===== config.mk =====
export PLATFORM = sky130hd
export DESIGN_NAME = obuf_arbiter
export DESIGN_NICKNAME = d
export VERILOG_FILES = /design/src/rtl/obuf_arbiter.sv
export SDC_FILE = /design/constraint.sdc
export NUM_CORES = 1
export LEC_CHECK = 0
export BUFFER_PORTS_ARGS = -buffer_cell sky130_fd_sc_hd__buf_2
export CAP_MARGIN = 15
export CORE_MARGIN = 2
export CORE_UTILIZATION = 48
export DETAILED_ROUTE_END_ITERATION = 8
export MAX_ROUTING_LAYER = met4
export PLACE_DENSITY_LB_ADDON = 0.2
export SLEW_MARGIN = 40
export SYNTH_ARGS = -nofsm -noshare
export SYNTH_HDL_FRONTEND = slang
export SYNTH_SLANG_ARGS = --single-unit

===== constraint.sdc =====
create_clock -name clk -period 2.3 [get_ports clk]
set_clock_uncertainty 0.05 [all_clocks]
set_input_delay 0.23 -clock clk [delete_from_list [all_inputs] [get_ports clk]]
set_output_delay 0.23 -clock clk [all_outputs]
set_load 0.05 [all_outputs]

===== src/rtl/obuf_arbiter.sv =====
module obuf_arbiter #(
  parameter int unsigned THROTTLE_CYCLES = 100000
) (
  input  logic       clk,
  input  logic       rst_n,
  input  logic       kbd_irq_en_i,
  input  logic       aux_irq_en_i,
  input  logic       kbd_dis_i,
  input  logic       aux_dis_i,
  input  logic       rsp_push_i,
  input  logic       rsp_aux_i,
  input  logic [7:0] rsp_byte_i,
  input  logic       kbd_valid_i,
  input  logic [7:0] kbd_data_i,
  output logic       kbd_ready_o,
  input  logic       aux_valid_i,
  input  logic [7:0] aux_data_i,
  output logic       aux_ready_o,
  input  logic       rd_i,
  output logic [7:0] rd_data_o,
  output logic       obf_o,
  output logic       aux_obf_o,
  output logic       irq_kbd_o,
  output logic       irq_aux_o
);

  localparam logic [1:0] SRC_CTRL = 2'd0;
  localparam logic [1:0] SRC_KBD  = 2'd1;
  localparam logic [1:0] SRC_AUX  = 2'd2;

  logic       full_q, auxf_q, rsp_kbd_q, rsp_aux_q, held;
  logic [1:0] src_q;
  logic [7:0] slot_q, data_q;

  wire kbd_req = kbd_valid_i & ~kbd_dis_i;
  wire aux_req = aux_valid_i & ~aux_dis_i;
  wire any_req = rsp_kbd_q | rsp_aux_q | kbd_req | aux_req;
  wire take    = rd_i & full_q;
  wire arb     = ~full_q & ~held & any_req;

  always_ff @(posedge clk or negedge rst_n) begin
    if (!rst_n) begin
      full_q    <= 1'b0;
      auxf_q    <= 1'b0;
      src_q     <= SRC_CTRL;
      rsp_kbd_q <= 1'b0;
      rsp_aux_q <= 1'b0;
      slot_q    <= 8'h00;
      data_q    <= 8'h00;
    end else begin
      if (take) begin
        full_q <= 1'b0;
        auxf_q <= 1'b0;
        case (src_q)
          SRC_KBD: data_q <= kbd_data_i;
          SRC_AUX: data_q <= aux_data_i;
          default: data_q <= slot_q;
        endcase
        if (src_q == SRC_CTRL) begin
          rsp_kbd_q <= 1'b0;
          rsp_aux_q <= 1'b0;
        end
      end else if (arb) begin
        full_q <= 1'b1;
        if (rsp_kbd_q) begin
          src_q  <= SRC_CTRL;
          auxf_q <= 1'b0;
        end else if (rsp_aux_q) begin
          src_q  <= SRC_CTRL;
          auxf_q <= 1'b1;
        end else if (kbd_req) begin
          src_q  <= SRC_KBD;
          auxf_q <= 1'b0;
        end else begin
          src_q  <= SRC_AUX;
          auxf_q <= 1'b1;
        end
      end
      if (rsp_push_i) begin
        slot_q    <= rsp_byte_i;
        rsp_kbd_q <= ~rsp_aux_i;
        rsp_aux_q <= rsp_aux_i;
      end
    end
  end

  generate
    if (THROTTLE_CYCLES == 0) begin : g_no_thr
      assign held = 1'b0;
    end else begin : g_thr
      localparam int CW = $clog2(THROTTLE_CYCLES + 1);
      logic [CW-1:0] cnt_q;
      always_ff @(posedge clk or negedge rst_n) begin
        if (!rst_n)
          cnt_q <= '0;
        else if (take && src_q == SRC_KBD)
          cnt_q <= CW'(THROTTLE_CYCLES);
        else if (cnt_q != '0)
          cnt_q <= cnt_q - 1'b1;
      end
      assign held = (cnt_q != '0);
    end
  endgenerate

  assign kbd_ready_o = take & (src_q == SRC_KBD);
  assign aux_ready_o = take & (src_q == SRC_AUX);
  assign rd_data_o   = data_q;
  assign obf_o       = full_q;
  assign aux_obf_o   = auxf_q;
  assign irq_aux_o   = full_q & auxf_q & aux_irq_en_i;
  assign irq_kbd_o   = full_q & ~auxf_q & kbd_irq_en_i & ~kbd_dis_i;

endmodule


==> qor.txt <==
status: finished, final reports clean
Post-Synthesis Net Count: 242
die area: 4710 um2
final instance area: 2470 um2
TritonCTS clock tree: done
Slew @ Worst Pin: 0.492 ns
initial drt markers: 82
Lkg Pwr: 1.13 nW
Core Region: 4000 um2
largest net degree at the start of global routing: 40
P&R area growth vs syn: 23.0%
worst-path fanout max: 5
pre-CTS setup slack: 0.0653 ns
crit-path cells: inv_1 -> ha_2 -> or4b_4 -> or4_4 -> a31oi_1 -> o21ai_1
Total GRT Usage: 0.219
share of the synthesized area in the top cell type: 0.487
Die H: 68.6 um
GP Congestion: 0.823
Hold Crit Start: rsp_aux_i
setup ws final: 0.112 ns
clock root buffer master: clkbuf_8
ys flop type: dfrtp_1
Hold Vio Cnt, Final: 0
Remaining Overflow, GRT: 0
via/cell ratio: 5.55
reg2reg start: g_thr.cnt_q[0]$_DFFE_PN0P_
Antenna Cells: 0
most instantiated cells after synthesis: dfrtp_1, nand2_1, o21ai_0
fin. max-slew vios: 0
post-detail-place hpwl: 3160 um
Worst setup EP type: flop
net switching power: 674 uW
I/O Buffers: 48
H-tree lvl count: 2
Post-DRT Antenna Nets: 0
DR pass1 iterations: 4
Clock Pin Slew Worst Setup and Hold Paths: 0.07 ns
internal power: 1.33 mW
final wirelength: 4330 um
library cells used by synthesis: 41
R2R depth: 6
# clock sinks: 39
Yosys reg bits: 39
Seq pwr share: 0.468
DR vias: 1,733
DR WL/cell: 13.9 um
die width: 68.6 um
Crit Reg-Reg Endpoint: g_thr.cnt_q[7]$_DFFE_PN0P_
Logic pwr share: 0.281
ratio of cells with drive above 1 in the final layout: 0.313
clk_lat worst skew: 0.29 ns
Initial Util: 0.501
Peak VDD IR: 0.514 mV
max-cap violations: 0
number of synthesized flops with an enable pin: 0
cell taking the most area after synthesis: dfrtp_1
Switching Share: 0.337
Clock Path Buffers: 2
synth top area cells: dfrtp_1, nand2_1, o21ai_0
R2R Setup Slk: 0.11 ns
Core Util, Final: 0.617
Async S/R FF share, synth: 1.00
slowest stage delay, CP: 0.57 ns
Slowest cell on crit path: or4_4
initial antenna violation count: 0
count leader, synth: dfrtp_1
average footprint of a synthesized cell: 9.87 um2
Hold Crit Depth: 2
post-synthesis sequential area ratio: 0.487
Gate Count Post-Synth: 203
crit path time final: 2.19 ns
Slew HR: 0.668
number of global-route vias before repair: 1,554
Pwr Density: 811 nW/um2
Critical Path RT: 2.43 ns
count of final setup violators: 0
Num CTS Buffers: 5
Setup crit start kind: flop
unrepaired setup endpoints after global routing: no
Nets: 300
hold path endpoint: rsp_kbd_q$_DFFE_PN0P_
placed cell area: 2330 um2
period utilization: 0.951
max frequency: 457 MHz
Rows: 23
clock share of power: 0.251
critical path type: flop to flop
I/O pins: 49
drc violations: 0
warnings from Yosys: 0
Min-Delay Path Class: primary input to flop
total negative slack: 0 ns
worst path arrival time: 2.32 ns
first-pass GRT wire length: 7290 um
mapped cell area: 2000 um2
-- registers in the layout (all words and copies together) (netlist names) --
name         cells
rsp_kbd_q        1
src_q            2
obf_o            1
rsp_aux_q        1
g_thr.cnt_q     17
slot_q           8
rd_data_o        8
aux_obf_o        1
-- stage by stage --
step	power, mW	hold slack, ns	std cells
detailed placement	1.50	0.180	301
CTS	2.01	0.0678	310
floorplan	1.32	-0.116	203
global route	2.15	0.0819	312
global placement	1.48	0.348	301
finish	2.00	0.0756	312
-- kinds of logic (layout without fill, tap and decap cells) --
kind of cell / Yosys count / in the layout / share of synthesized area
AND/OR/NAND/NOR: 81 / 82 / 0.224
adder cells (fa/ha/maj): 4 / 4 / 0.0250
AO/OA/AOI/OAI: 51 / 51 / 0.156
flip-flops: 39 / 39 / 0.487
buffers and inverters: 13 / 71 / 0.0281
multiplexers: 14 / 14 / 0.0755
XOR/XNOR: 1 / 1 / 0.00437
-- how the worst max path moves through the flow --
stage                                    start                         end  slack, ns  cells after the start
floorplan           g_thr.cnt_q[0]$_DFFE_PN0P_  g_thr.cnt_q[7]$_DFFE_PN0P_        0.1                      7
global placement    g_thr.cnt_q[0]$_DFFE_PN0P_  g_thr.cnt_q[7]$_DFFE_PN0P_       0.10                      6
detailed placement  g_thr.cnt_q[0]$_DFFE_PN0P_  g_thr.cnt_q[7]$_DFFE_PN0P_       0.07                      6
CTS                 g_thr.cnt_q[0]$_DFFE_PN0P_  g_thr.cnt_q[7]$_DFFE_PN0P_       0.04                      6
global route        g_thr.cnt_q[1]$_DFFE_PN0P_  g_thr.cnt_q[7]$_DFFE_PN0P_       0.02                      6
finish              g_thr.cnt_q[0]$_DFFE_PN0P_  g_thr.cnt_q[7]$_DFFE_PN0P_       0.11                      6
-- routing by layer --
layer  vias up  track usage  part of all wire  wire length [um]
met5         -            -                 0                 0
met4         0       0.0825             0.017                75
met3         8       0.0568             0.044               192
met2        39        0.335              0.48              2070
met1       819        0.279              0.46              1990
li1        867            -                 -                 -
-- worst max-delay path: cells and delay by family, from the launching register on --
family	cells	cell delay, ns
AO/OA/AOI/OAI	2	0.27
adder cells (fa/ha/maj)	1	0.20
buffers and inverters	1	0.07
flip-flops	1	0.40
AND/OR/NAND/NOR	2	1.08
-- power by group through the flow --
stage	Clock [mW]	Combinational, mW	Sequential, mW
floorplan	0	0.302	1.02
global route	0.555	0.631	0.960
global placement	0	0.541	0.943
detailed placement	0	0.555	0.947
CTS	0.516	0.558	0.935
finish	0.503	0.562	0.936
-- cell usage in the layout (no fill, tap or decap), types with 5 or more instances in the layout --
master	n
buf_2	47
o21ai_0	21
a21oi_1	7
nand2b_1	6
a22oi_1	8
mux2_2	9
nand3_1	5
buf_4	9
or4_1	6
mux2i_1	5
nand2_1	28
nor2_1	10
dfrtp_1	39
clkbuf_8	7
inv_1	5
-- what timing repair did --
item | CTS | global route
endpoints found under the hold margin | 39 | 0
hold buffers | 1 | 0
setup buffers | 0 | 1
setup endpoints to repair | 0 | 4
gates resized for setup | 0 | 2
-- final cells by class --
class	count	area, um2
well taps	50	62.6
flip-flops and latches	39	976
clock buffers	8	100
multi-input cells	152	992
fillers	344	1530
repair buffers	57	313
inverters	6	22.5
Power figures use the tool's default switching activity.
